## src/rtl/ilk_pkg.sv

```systemverilog
// Package: shared types and constants for the load-use interlock detector.
// Assumes 32-bit instruction words with the format in bits 31:30.
package ilk_pkg;

    // Format classes of the word that follows a load
    typedef enum logic [1:0] {
        CLS_CTRL = 2'd0,   // branch / sethi / call: reads no register
        CLS_FPOP = 2'd1,   // floating-point operate: reads no integer register
        CLS_INT  = 2'd2    // integer or memory format: reads source fields
    } instr_cls_e;

    // Two-bit major format codes
    localparam logic [1:0] FMT_BR   = 2'b00;
    localparam logic [1:0] FMT_CALL = 2'b01;
    localparam logic [1:0] FMT_ALU  = 2'b10;
    localparam logic [1:0] FMT_MEM  = 2'b11;

    // Marker in bits 24:20 that flags a floating-point operate word
    localparam logic [4:0] FPOP_MARK = 5'h1A;

    // Source fields pulled from the word, with use qualifiers
    typedef struct packed {
        logic [4:0] src_a;
        logic [4:0] src_b;
        logic       use_a;
        logic       use_b;
    } src_info_t;

endpackage

```

## src/rtl/ilk_decode.sv

```systemverilog
// Module: ilk_decode
// Classifies the word after a load and extracts the register fields it reads.
// Assumes: the first source sits in bits 18:14, the second in bits 4:0, and
// bit 13 selects a constant in place of the second source. Purely combinational.
module ilk_decode
    import ilk_pkg::*;
(
    input  logic [31:0] instr,
    output instr_cls_e  cls,
    output src_info_t   src
);

    // Bits this block does not look at, gathered to document that
    logic unused_bits;
    assign unused_bits = ^{instr[29:25], instr[19], instr[12:5]};

    // Pick the format class from the major code and the float marker
    always_comb begin
        unique case (instr[31:30])
            FMT_BR, FMT_CALL: cls = CLS_CTRL;
            FMT_ALU:          cls = (instr[24:20] == FPOP_MARK) ? CLS_FPOP : CLS_INT;
            default:          cls = CLS_INT;
        endcase
    end

    // Extract the source fields and say which ones are really read
    always_comb begin
        src.src_a = instr[18:14];
        src.src_b = instr[4:0];
        src.use_a = (cls == CLS_INT);
        src.use_b = (cls == CLS_INT) && !instr[13];
    end

endmodule

```

## src/rtl/ilk_match.sv

```systemverilog
// Module: ilk_match
// Compares the load destination against the source fields that are read.
// Assumes: register 0 is constant zero and never carries a hazard. Combinational.
module ilk_match
    import ilk_pkg::*;
#(
    parameter int REG_W = 5
) (
    input  logic             ld_valid,
    input  logic [REG_W-1:0] ld_dest,
    input  src_info_t        src,
    output logic             hit
);

    logic dest_live;
    logic a_eq;
    logic b_eq;

    // Qualify the destination and compare it against each source field
    always_comb begin
        dest_live = ld_valid && (ld_dest != '0);
        a_eq      = src.use_a && (src.src_a == ld_dest);
        b_eq      = src.use_b && (src.src_b == ld_dest);
        hit       = dest_live && (a_eq || b_eq);
    end

endmodule

```

## src/rtl/ilk_sat_counter.sv

```systemverilog
// Module: ilk_sat_counter
// Counts interlock events and stops at the all-ones value.
// Assumes: a synchronous active-low reset and at most one event per cycle.
module ilk_sat_counter #(
    parameter int CNT_W = 16
) (
    input  logic             clk,
    input  logic             rst_n,
    input  logic             inc,
    output logic [CNT_W-1:0] count
);

    localparam logic [CNT_W-1:0] CNT_MAX = {CNT_W{1'b1}};

    // Add one per event unless the count is already at the ceiling
    always_ff @(posedge clk) begin
        if (!rst_n)
            count <= '0;
        else if (inc && (count != CNT_MAX))
            count <= count + 1'b1;
    end

endmodule

```

## src/rtl/ilk_detector.sv

```systemverilog
// Module: ilk_detector (top)
// Load-use interlock detector. It registers a one-cycle stall and counts the
// interlocks when the word after a load reads the load's destination register.
// Assumes: ld_valid marks the cycle in which nxt_instr follows a load, and
// REG_W matches the 5-bit source fields of the instruction word.
module ilk_detector
    import ilk_pkg::*;
#(
    parameter int REG_W = 5,
    parameter int CNT_W = 16
) (
    input  logic             clk,
    input  logic             rst_n,
    input  logic             ld_valid,
    input  logic [REG_W-1:0] ld_dest,
    input  logic [31:0]      nxt_instr,
    output logic             stall,
    output logic [CNT_W-1:0] ilock_count
);

    instr_cls_e cls;
    src_info_t  src;
    logic       hit;

    ilk_decode u_decode (
        .instr (nxt_instr),
        .cls   (cls),
        .src   (src)
    );

    ilk_match #(.REG_W(REG_W)) u_match (
        .ld_valid (ld_valid),
        .ld_dest  (ld_dest),
        .src      (src),
        .hit      (hit)
    );

    ilk_sat_counter #(.CNT_W(CNT_W)) u_count (
        .clk   (clk),
        .rst_n (rst_n),
        .inc   (hit),
        .count (ilock_count)
    );

    // Register the hazard so the stall appears for one cycle per detection
    always_ff @(posedge clk) begin
        if (!rst_n)
            stall <= 1'b0;
        else
            stall <= hit;
    end

endmodule

```

## config.mk

```make
export PLATFORM = sky130hd
export DESIGN_NAME = ilk_detector
export DESIGN_NICKNAME = d
export VERILOG_FILES = /design/src/rtl/ilk_pkg.sv /design/src/rtl/ilk_decode.sv /design/src/rtl/ilk_match.sv /design/src/rtl/ilk_sat_counter.sv /design/src/rtl/ilk_detector.sv
export SDC_FILE = /design/constraint.sdc
export NUM_CORES = 1
export LEC_CHECK = 0
export BUFFER_PORTS_ARGS = -buffer_cell sky130_fd_sc_hd__buf_2
export CAP_MARGIN = 20
export CORE_ASPECT_RATIO = 1.5
export CORE_MARGIN = 2
export CORE_UTILIZATION = 47
export DETAILED_ROUTE_END_ITERATION = 8
export PLACE_DENSITY = 0.84
export SYNTH_ARGS = -nofsm -noshare
export SYNTH_HDL_FRONTEND = slang
export SYNTH_SLANG_ARGS = --single-unit
```

## constraint.sdc

```tcl
create_clock -name clk -period 2.8 [get_ports clk]
set_input_delay 0.42 -clock clk [delete_from_list [all_inputs] [get_ports clk]]
set_output_delay 0.42 -clock clk [all_outputs]
set_load 0.01 [all_outputs]
```

==> impl_summary.md, run 1 <==
Global routing
The total overflow left after global routing is 0. The pin count of the biggest net entering global routing is 22. The initial antenna violation count is 0. The total routing usage reported by global routing is 22.4%. The global-route wire length before repair is 4.49 mm. The number of global-route vias before repair is 1,134.

Yosys
The cell area that synthesis handed to floorplanning was 1030 um^2. The count of unique library cells instantiated by Yosys is 31. The share of the Yosys chip area taken by registers is 32.9%.

The number of nets in the synthesized netlist is 170. The flip-flop and latch count after synthesis is 17. For this run, the number of Yosys warnings is 0. The area share of the largest cell type after synthesis is 32.9%. The synthesized design spends more area on one cell type than any other, namely sky130_fd_sc_hd__dfxtp_1.

The share of flip-flops with an asynchronous set or reset is 0%. Yosys mapped a number of flops with a built-in enable equal to 0. The dominant cell by count in the synthesized netlist is sky130_fd_sc_hd__dfxtp_1. The commonest cells after synthesis are sky130_fd_sc_hd__dfxtp_1, sky130_fd_sc_hd__nand2_1, sky130_fd_sc_hd__a21oi_1.

Ranked by total cell area, the synthesized netlist is headed by sky130_fd_sc_hd__dfxtp_1, sky130_fd_sc_hd__xnor2_1, sky130_fd_sc_hd__nand2_1. The average size of a mapped cell is 8.02 um^2. The count of mapped cells out of synthesis is 129. The main flop type after synthesis is sky130_fd_sc_hd__dfxtp_1.

Layout
The diode insertion count for antenna repair is 0. Relative to the synthesized area, the layout overhead comes to 23.9%. The post-route non-filler standard cell count is 192. In the final layout, flip-flops and latches occupy 340 um^2. The combined area of the multi-input logic cells is 656 um^2. The layout has 197 filler cells. In the final design database the tool counted 212 nets.

In the final layout, the share of cells above drive strength 1 is 27.1%.

STA
Measured against its own limit, the worst slew margin works out to 60.2%. The transition time of the tightest slew-check pin is 0.595 ns. After layout, the minimum clock period comes to 2.31 ns.

The number of setup violations in the final report is 0. The number of hold-slack violations in the final timing report is 0. Setup repair after global routing left no endpoint under its margin. The worst hold slack is 0.468 ns. The share of the clock period used by the worst path is 82.6%.

The number of max-slew violations in the final report was 0. The achievable frequency is 432 MHz. The worst clock skew on the final layout is 0.00471 ns.

Setup slack closes at 0.487 ns. Summed over all failing endpoints, the final setup total negative slack is 0 ns.

Critical path
The signal on the critical path passes through ha_1, nand3_1, nand4bb_1, nand3_1, or4_1, a21oi_1. The largest delay contributor family on the critical path is simple AND/OR/NAND/NOR gates. The required time at the worst-slack endpoint is 3.02 ns. The slowest cell on the critical path is sky130_fd_sc_hd__or4_1. The start-to-end type of the worst setup path is reg2reg. The total buffers and inverters traversed by the critical path is 0. The sort of element at the start of the critical path is a flop. The worst path arrival time is 2.54 ns.

The worst setup path is captured at a flop. Of all nets on the critical path, the largest fanout is 18. On the worst path, the slowest cell contributes a delay of 0.64 ns. The cell repeated most along the worst path is sky130_fd_sc_hd__nand3_1.

Route
Wires add up to 2.64 mm. After detailed routing, the number of vias per cell comes to 5.86. The final antenna-violating net count is 0. The first-iteration detailed-routing DRC count is 22.

The first detailed-routing pass took 4 iterations. The detailed-route via count is 1,125. After detailed routing, the average wire length per cell comes to 13.7 um. The post-detailed-route DRC marker count is 0.

Job
The tool flagged a number of max-cap violations equal to 0.

CTS
Clock latency on the worst-skew pair, taken at its later pin, is 0.29 ns. For this design, the CTS-stage hold fixing added 0 buffers. In this run the number of H-tree levels came out at 1. The number of buffers inserted by post-CTS setup repair is 0.

In this run, CTS created clock tree buffers numbering 3. The root buffer cell is sky130_fd_sc_hd__clkbuf_4. The TritonCTS clock tree is done. The clock net in this run drives a total of 17 sinks. The clock passes through at most 2 buffers. Gates resized during post-CTS repair numbered 0.

After clock tree synthesis, the clock-pin slew on the worst setup and hold paths is 0.10 ns.

Floorplanning
Pin placement for this block handled 57 I/O pins. The placement row count is 20. Once the floorplan was initialized, standard cells occupied 50.4% of the core. The die outline height is 61.5 um. The die boundary width is 42.3 um.

The die footprint is 2600 um^2. The total area inside the core boundary comes to 2050 um^2.

Place
The post-DP HPWL is 2.09 mm. In this run, placement finished with an instance count of 188. Before CTS, the worst setup slack after placement is 0.450 ns.

At the end of routability-driven placement, the weighted congestion stood at 0.746. The number of input and output port buffers inserted is 42.

Power
The power density over the cells is 339 nW/um^2. In this run the static leakage power is 0.503 nW. The maximum VDD drop is 0.000320 V.

Min path
The class of the tightest hold or removal check is in2reg.

Status
The flow ran to the end, and the final reports show no timing, DRC or antenna violations.
final timing paths:
kind,startpoint,end,slack (ns),cells past startpoint
setup reg to reg,u_count.count[0]$_SDFFE_PN0P_,u_count.count[14]$_SDFFE_PN0P_,0.49,6
setup / recovery,u_count.count[0]$_SDFFE_PN0P_,u_count.count[14]$_SDFFE_PN0P_,0.49,6
hold / removal,rst_n,u_count.count[3]$_SDFFE_PN0P_,0.47,2
hold reg to reg,u_count.count[11]$_SDFFE_PN0P_,u_count.count[11]$_SDFFE_PN0P_,0.51,2
sequential cells by signal, summed over array words and instances, names as in the netlist:
signal and cells:
u_count.count 16, stall 1
cell families (layout without fill, tap and decap cells):
family / Yosys count / after routing / share of synthesized area [%]
adders and majority gates: 1 / 1 / 1.21
DFF: 17 / 17 / 32.9
xor gates and xnor gates: 10 / 10 / 8.46
AOI/OAI and AO/OA: 28 / 28 / 17.7
buffers and inverters: 10 / 51 / 3.75
muxes: 3 / 3 / 2.90
and+or+nand+nor: 60 / 60 / 33.1
per-stage QoR:
step / instance area [um^2] / util [%] / power (W)
after floorplan: 1030 / - / 0.000281
after global placement: 1260 / 61.2 / 0.000306
after detailed placement: 1260 / 61.2 / 0.000309
after CTS: 1280 / 62.5 / 0.000439
after global routing: 1280 / 62.5 / 0.000456
final: 1280 / 62.5 / 0.000434
worst register-to-register path: stages (launching register included):
cell	delay, ns
sky130_fd_sc_hd__dfxtp_1	0.38
sky130_fd_sc_hd__ha_1	0.26
sky130_fd_sc_hd__nand3_1	0.11
sky130_fd_sc_hd__nand4bb_1	0.23
sky130_fd_sc_hd__nand3_1	0.46
sky130_fd_sc_hd__or4_1	0.64
sky130_fd_sc_hd__a21oi_1	0.16
final cells by class:
cell class / instances / area share (%)
multi-input cells: 102 / 51.1
flip-flops and latches: 17 / 26.5
repair buffers: 43 / 17.0
well taps: 22 / 2.15
clock buffers: 4 / 2.05
inverters: 4 / 1.17
report_power, final:
group / switching, W / total (W) / internal [W]
Combinational: 0.0000332 / 0.0000607 / 0.0000275
Sequential: 0.000000414 / 0.000242 / 0.000242
Clock: 0.0000759 / 0.000131 / 0.0000554
layout by cell type (no fill, tap or decap), types with 5 or more instances in the layout:
| master | synthesis | routed |
|---|---|---|
| sky130_fd_sc_hd__xnor2_1 | 9 | 9 |
| sky130_fd_sc_hd__nand2b_1 | 5 | 5 |
| sky130_fd_sc_hd__o31ai_1 | 6 | 6 |
| sky130_fd_sc_hd__nand3_1 | 6 | 6 |
| sky130_fd_sc_hd__a21oi_1 | 10 | 10 |
| sky130_fd_sc_hd__or4_1 | 7 | 7 |
| sky130_fd_sc_hd__nand2_1 | 14 | 14 |
| sky130_fd_sc_hd__buf_2 | 1 | 42 |
| sky130_fd_sc_hd__dfxtp_1 | 17 | 17 |
| sky130_fd_sc_hd__nand4_1 | 8 | 8 |
per-layer routing:
metal  global-route usage, %  share of wire [%]  routed length, um
met1                    21.0                 38               1010
met2                    46.2                 56               1480
met3                    3.81                4.5                118
met4                    11.2                1.3                 34
met5                       0                  0                  0
Note: power is estimated with default switching activity, not from simulation.
==> run 2: changes to the inputs <==
--- a/config.mk
+++ b/config.mk
@@ -9,9 +9,9 @@
 export CAP_MARGIN = 20
 export CORE_ASPECT_RATIO = 1.5
 export CORE_MARGIN = 2
-export CORE_UTILIZATION = 47
+export CORE_UTILIZATION = 43
 export DETAILED_ROUTE_END_ITERATION = 8
-export PLACE_DENSITY = 0.84
+export PLACE_DENSITY = 0.78
 export SYNTH_ARGS = -nofsm -noshare
 export SYNTH_HDL_FRONTEND = slang
 export SYNTH_SLANG_ARGS = --single-unit
==> constraint.sdc (replaced) <==
create_clock -name clk -period 2.15 [get_ports clk]
set_input_delay 0.3225 -clock clk [delete_from_list [all_inputs] [get_ports clk]]
set_output_delay 0.3225 -clock clk [all_outputs]
set_load 0.01 [all_outputs]
==> impl_summary.md, run 2 (same netlist as run 1, synthesis figures left out) <==
Critical path
The critical path goes through nand4_1, nor3_1, nand4_1, or4_1, mux2i_1. In this design, the largest share of critical-path delay is due to simple AND/OR/NAND/NOR gates. The critical path contains buffers and inverters numbering 0 combined. The setup slack of the most critical reg-to-reg path is 0.21 ns.

The largest fanout on the critical path is 7. The endpoint identified for the worst register-to-register timing path is u_count.count[11]$_SDFFE_PN0P_. Data on the critical path is required at its endpoint by 2.34 ns.

The largest individual stage delay along the critical path comes from the cell sky130_fd_sc_hd__nor3_1. The worst setup path is of the reg2reg kind. The worst register-to-register path has a depth of 5. The endpoint class of the critical path is a flop.

The sort of element at the start of the critical path is a flop. The delay of the slowest cell on the worst path is 0.49 ns. The cell repeated most along the worst path is sky130_fd_sc_hd__nand4_1. In this run the critical register-to-register path is launched from u_count.count[2]$_SDFFE_PN0P_.

The worst path arrival time is 2.12 ns.

Power
The power density over the cells is 431 nW/um^2. The leakage power summed over all cells is 0.525 nW. VDD sags by at most 0.000361 V.

STA
Clock skew on the completed layout was measured at 0.00142 ns. The transition time of the tightest slew-check pin is 0.507 ns. The worst relative slew slack is 65.9%. The number of max-slew violations in the final report is 0. The worst hold slack is 0.369 ns. The smallest clock period supported by the final layout is computed as 1.94 ns. The post-route setup TNS is 0 ns. The number of hold-slack violations in the final timing report is 0. The share of the clock period used by the worst path is 90.0%.

The number of setup violations in the final report is 0. Setup repair after global routing left no endpoint under its margin. For this run, the top clock speed supported by timing is 517 MHz.

Layout
The largest registers in the layout are u_count.count (16), stall (1). The area added between synthesis and finish is 27.6%. In the layout the commonest cells are sky130_fd_sc_hd__buf_2, sky130_fd_sc_hd__dfxtp_1, sky130_fd_sc_hd__nand2_1. The register with the most flip-flops in the layout has 16 of them. For this run, the post-layout net count is 215. Across the whole layout, storage elements account for 340 um^2.

Leaving out fill and tap cells, the most frequent cell in the layout is sky130_fd_sc_hd__buf_2. The diode insertion count for antenna repair is 0. The share of cells above drive strength 1 is 28.9%.

With fillers left out, the area of the finished cells amounts to 1320 um^2. The combined area of the multi-input logic cells is 656 um^2. Counting flops per register, the top entry is u_count.count. The layout has 223 filler cells.

Floorplanning
Measured along the x axis, the die boundary spans 44.1 um. During I/O placement, the number of pins put on the boundary was 57. The initial utilization of the core area, before any placement, comes to 45.8%. The placement row count is 21. The die is 64.1 um tall. The core region is 2260 um^2. The die covers 2820 um^2.

CTS
The root buffer cell is sky130_fd_sc_hd__clkbuf_4. TritonCTS created 3 clock buffers. The TritonCTS clock tree is done.

The clock latency on the worst-skew pair is 0.29 ns. No sink is reached through more buffers than the 2 on the longest clock path. Buffers added to address setup during post-CTS repair amount to 0.

The hold buffer count at cts is 0. Once the clock tree was built, the resizer swapped 0 gates to a different size. The clock edge transition at the registers on the reported setup and hold paths is 0.10 ns. The number of H-tree levels is 1.

For this design, the sink count on the clock tree is 17.

Global routing
The pin count of the biggest net entering global routing is 22. The global-route wire length before repair is 4.37 mm. For this run, the total global-route usage over all layers was measured as 20.0%. After global routing the overflow that remains totals 0. The number of global-route vias before repair is 1,072.

The initial antenna violation count is 0.

Min path
Counting instances, the worst hold path has a depth of 2. The class of the tightest hold or removal check is in2reg. The endpoint of the worst hold path is u_count.count[3]$_SDFFE_PN0P_. The startpoint identified for the worst hold timing path is rst_n.

Route
The post-detailed-route DRC marker count is 0. The average routed wire per standard cell is 13.2 um. The post-detailed-routing wire length is 2.58 mm. The count of nets left with antenna violations once routing finished came out at 0. The pre-antenna-repair detailed-routing pass consisted of 4 iterations. After the first detailed-routing iteration, the DRC count stood at 13. Using the TritonRoute via totals, the vias-per-cell ratio works out to 5.82. The detailed-route via count is 1,140.

Status
The run finished with clean final reports.

Place
The number of input and output port buffers inserted is 42. Summing all placed instances gives a cell area of 1290 um^2. Routability-driven placement finished with a final weighted congestion of 0.748. The post-DP HPWL is 2.04 mm.

Job
Across the run, the number of max-cap violations was 0.
## run 2: area by class of cell
type / count / area share, %
multi-input cells: 102 / 49.7
flip-flops and latches: 17 / 25.8
inverters: 4 / 1.14
clock inverters: 1 / 0.379
well taps: 23 / 2.18
clock buffers: 3 / 1.71
repair buffers: 46 / 19.1
## run 2: worst reg2reg max path, stage by stage, from the launching register on
cell and delay [ns]:
sky130_fd_sc_hd__dfxtp_1 0.44, sky130_fd_sc_hd__nand4_1 0.18, sky130_fd_sc_hd__nor3_1 0.49, sky130_fd_sc_hd__nand4_1 0.15
sky130_fd_sc_hd__or4_1 0.44, sky130_fd_sc_hd__mux2i_1 0.14
## run 2: per-layer routing
layer	GRT usage, %	wire [um]	vias up
met4	6.82	23	0
met5	0	0	-
met1	20.8	1010	527
li1	-	-	581
met3	1.98	112	4
met2	39.0	1430	28
## run 2: how the worst max path moves through the flow
stage	startpoint	end	slack, ns	cells after the start
after floorplan	u_count.count[0]$_SDFFE_PN0P_	u_count.count[3]$_SDFFE_PN0P_	0.29	7
after detailed placement	ld_dest[3]	u_count.count[6]$_SDFFE_PN0P_	0.09	7
after global placement	ld_dest[3]	u_count.count[14]$_SDFFE_PN0P_	0.14	7
after CTS	u_count.count[2]$_SDFFE_PN0P_	u_count.count[11]$_SDFFE_PN0P_	0.21	5
final	u_count.count[2]$_SDFFE_PN0P_	u_count.count[11]$_SDFFE_PN0P_	0.21	5
after global routing	u_count.count[2]$_SDFFE_PN0P_	u_count.count[11]$_SDFFE_PN0P_	0.09	5
## run 2: metrics by stage
stage,worst slack [ns],cells,util (%),power [W]
3_5_place_dp,0.0933,192,57.2,0.000408
2_1_floorplan,0.285,129,-,0.000365
4_1_cts,0.214,196,58.4,0.000577
6_report,0.214,196,58.4,0.000569
5_1_grt,0.0915,196,58.4,0.000599
3_3_place_gp,0.143,192,57.2,0.000404
## run 2: power breakdown
group	internal [W]	total [W]	switching, W	leakage, nW
clock network	0.0000692	0.000169	0.0000996	0.0177
logic	0.0000405	0.0000847	0.0000442	0.371
registers	0.000315	0.000316	0.000000569	0.137
==> run 3: changes to the inputs <==
--- a/config.mk
+++ b/config.mk
@@ -7,11 +7,11 @@
 export LEC_CHECK = 0
 export BUFFER_PORTS_ARGS = -buffer_cell sky130_fd_sc_hd__buf_2
 export CAP_MARGIN = 20
-export CORE_ASPECT_RATIO = 1.5
 export CORE_MARGIN = 2
-export CORE_UTILIZATION = 43
+export CORE_UTILIZATION = 45
+export CTS_BUF_LIST = sky130_fd_sc_hd__clkbuf_4 sky130_fd_sc_hd__clkbuf_8
 export DETAILED_ROUTE_END_ITERATION = 8
-export PLACE_DENSITY = 0.78
+export PLACE_DENSITY = 0.81
 export SYNTH_ARGS = -nofsm -noshare
 export SYNTH_HDL_FRONTEND = slang
 export SYNTH_SLANG_ARGS = --single-unit
==> impl_summary.md, run 3 (same netlist as run 1, synthesis figures left out) <==
Route
The first TritonRoute pass finished after 4 iterations. The via density per instance is 5.84. The routed design uses 159 um of met3 wire.

The final antenna-violating net count is 0. The post-detailed-route DRC marker count is 0. The detailed router put a total of 1.18 mm of wire on met1.

The first-iteration detailed-routing DRC count is 18. After detailed routing, the average wire length per cell comes to 13.5 um. The highest metal layer with signal wires is met4. The met2 wire length is 1.36 mm. The detailed-route via count is 1,185. The post-detailed-routing wire length is 2.74 mm.

Critical path
The worst setup path is captured at a flop. The number of cells on the worst reg-to-reg path is 7. The start-to-end type of the worst setup path is reg2reg. Traced cell by cell, the critical path runs through ha_1, nand3_1, nand4bb_1, nand3_1, buf_4, or4_1, a21oi_1.

The largest individual stage delay along the critical path comes from the cell sky130_fd_sc_hd__or4_1. The total buffers and inverters traversed by the critical path is 1. The largest fanout on the critical path is 14. The worst path arrival time is 2.15 ns. In this design, the critical path's most frequently occurring cell is sky130_fd_sc_hd__nand3_1.

STA classifies the critical path startpoint as a flop. The start of the worst register-to-register path is u_count.count[0]$_SDFFE_PN0P_. STA puts the critical path data required time at 2.37 ns. The delay of the slowest cell on the worst path is 0.48 ns.

The cell family contributing the most delay on the critical path is simple AND/OR/NAND/NOR gates. The worst register-to-register path ends at u_count.count[7]$_SDFFE_PN0P_. The setup slack of the most critical reg-to-reg path is 0.22 ns.

Min path
The worst hold path belongs to the class in2reg. The start point of the worst hold path is rst_n. The cell depth of the worst hold path is 2. The endpoint of the worst hold path is u_count.count[3]$_SDFFE_PN0P_.

STA
The post-route setup TNS is 0 ns. Setup repair after global routing left no endpoint under its margin. The transition time of the tightest slew-check pin is 0.463 ns. The number of max-slew violations in the final report is 0.

The number of hold-slack violations in the final timing report is 0. The number of setup violations in the final report is 0. The worst relative slew slack is 68.9%. The minimum clock period after layout is 1.93 ns. The worst clock skew on the final layout is 0.00215 ns.

The achievable frequency is 519 MHz. Dividing the final minimum period by the clock period gives 89.7%.

Global routing
The number of global-route vias before repair is 1,050. The pin count of the biggest net entering global routing is 15. The initial antenna violation count came to 0.

The first global-routing pass estimated 4.41 mm of wire. The total overflow left after global routing is 0. For this run, the total global-route usage over all layers was measured as 21.4%.

CTS
The hold buffer count at cts is 0. Clock tree synthesis inserted a total of 3 buffers. The TritonCTS clock tree is done. For this design, the sink count on the clock tree is 17. The root buffer cell is sky130_fd_sc_hd__clkbuf_4. The post-cts repair resize count is 0. The clock edge transition at the registers on the reported setup and hold paths is 0.09 ns.

The buffer depth of the longest clock path is 2. The clock latency on the worst-skew pair is 0.29 ns. The number of H-tree levels is 1. The number of setup buffers added after CTS is 0.

Job
The number of maximum-capacitance constraint violations is 0.

Floorplanning
The die boundary width is 52.0 um. The effective utilization at floorplan is 47.2%. The die footprint is 2700 um^2. The placeable core region is 2190 um^2. The die is 52.0 um tall.

For this design the top-level I/O count stands at 57. In this run the core area contains 17 standard-cell rows.

Power
The leakage power summed over all cells is 0.528 nW. Power spread over the standard cell area amounts to 438 nW/um^2. The maximum VDD drop is 0.000332 V.

Layout
The top cell types in the final layout, fill and taps aside, are sky130_fd_sc_hd__buf_2, sky130_fd_sc_hd__dfxtp_1, sky130_fd_sc_hd__nand2_1. The largest registers in the layout are u_count.count (16), stall (1). The diode insertion count for antenna repair is 0.

The library cell used most frequently in the layout, excluding fill and tap cells, is sky130_fd_sc_hd__buf_2. Relative to the synthesized area, the layout overhead comes to 28.7%. The number of flip-flops under the largest register name is 16. The top register by number of flip-flops is u_count.count. At the end of the flow, the number of nets in the layout was 217. The post-route non-filler standard cell count is 203. Summing all non-filler instances in the final layout gives an area of 1330 um^2. The post-route netlist has 29.7% of its cells at a drive strength greater than 1.

Place
The last weighted congestion value of the routability-driven placer is 0.775. The post-detailed-placement cell area is 1300 um^2. The number of input and output port buffers inserted is 42. The number of placed instances, taps included, is 199.

Detailed placement ended at an HPWL of 2.08 mm.

Status
The flow ran to the end, and the final reports show no timing, DRC or antenna violations.
## run 3: routing by layer
layer | global-route usage (%) | vias up
met5 | 0 | -
met4 | 6.58 | 0
met3 | 3.16 | 5
met2 | 38.6 | 39
met1 | 25.7 | 556
li1 | - | 585
## run 3: worst max path at each step
stage / start / slack [ns] / cells after the start / end
detailed placement: ld_dest[2] / 0.03 / 7 / u_count.count[7]$_SDFFE_PN0P_
floorplan: u_count.count[0]$_SDFFE_PN0P_ / 0.29 / 7 / u_count.count[3]$_SDFFE_PN0P_
global route: u_count.count[2]$_SDFFE_PN0P_ / 0.05 / 5 / u_count.count[13]$_SDFFE_PN0P_
global placement: ld_dest[3] / 0.11 / 7 / u_count.count[7]$_SDFFE_PN0P_
CTS: u_count.count[0]$_SDFFE_PN0P_ / 0.22 / 7 / u_count.count[7]$_SDFFE_PN0P_
finish: u_count.count[0]$_SDFFE_PN0P_ / 0.22 / 7 / u_count.count[7]$_SDFFE_PN0P_
## run 3: final cells by class
cell class / instances / area (um^2)
flip-flops and latches: 17 / 340
repair buffers: 48 / 255
well taps: 28 / 35.0
multi-input cells: 102 / 656
clock buffers: 4 / 30.0
inverters: 4 / 15.0
fillers: 202 / 860
## run 3: power breakdown
part           internal [W]  leakage [nW]  total [W]  switching (W)
clock network     0.0000847        0.0184   0.000180      0.0000957
logic             0.0000405         0.373  0.0000865      0.0000460
registers          0.000315         0.137   0.000316    0.000000510
total              0.000440         0.528   0.000583       0.000142
## run 3: stage by stage
step / setup WS [ns] / hold WS (ns) / power [W] / utilization [%]
finish: 0.222 / 0.367 / 0.000583 / 60.8
global route: 0.0494 / 0.372 / 0.000607 / 60.8
CTS: 0.219 / 0.358 / 0.000586 / 60.8
detailed placement: 0.0270 / 0.478 / 0.000408 / 59.4
global placement: 0.105 / 0.468 / 0.000403 / 59.4
floorplan: 0.285 / 0.472 / 0.000365 / -
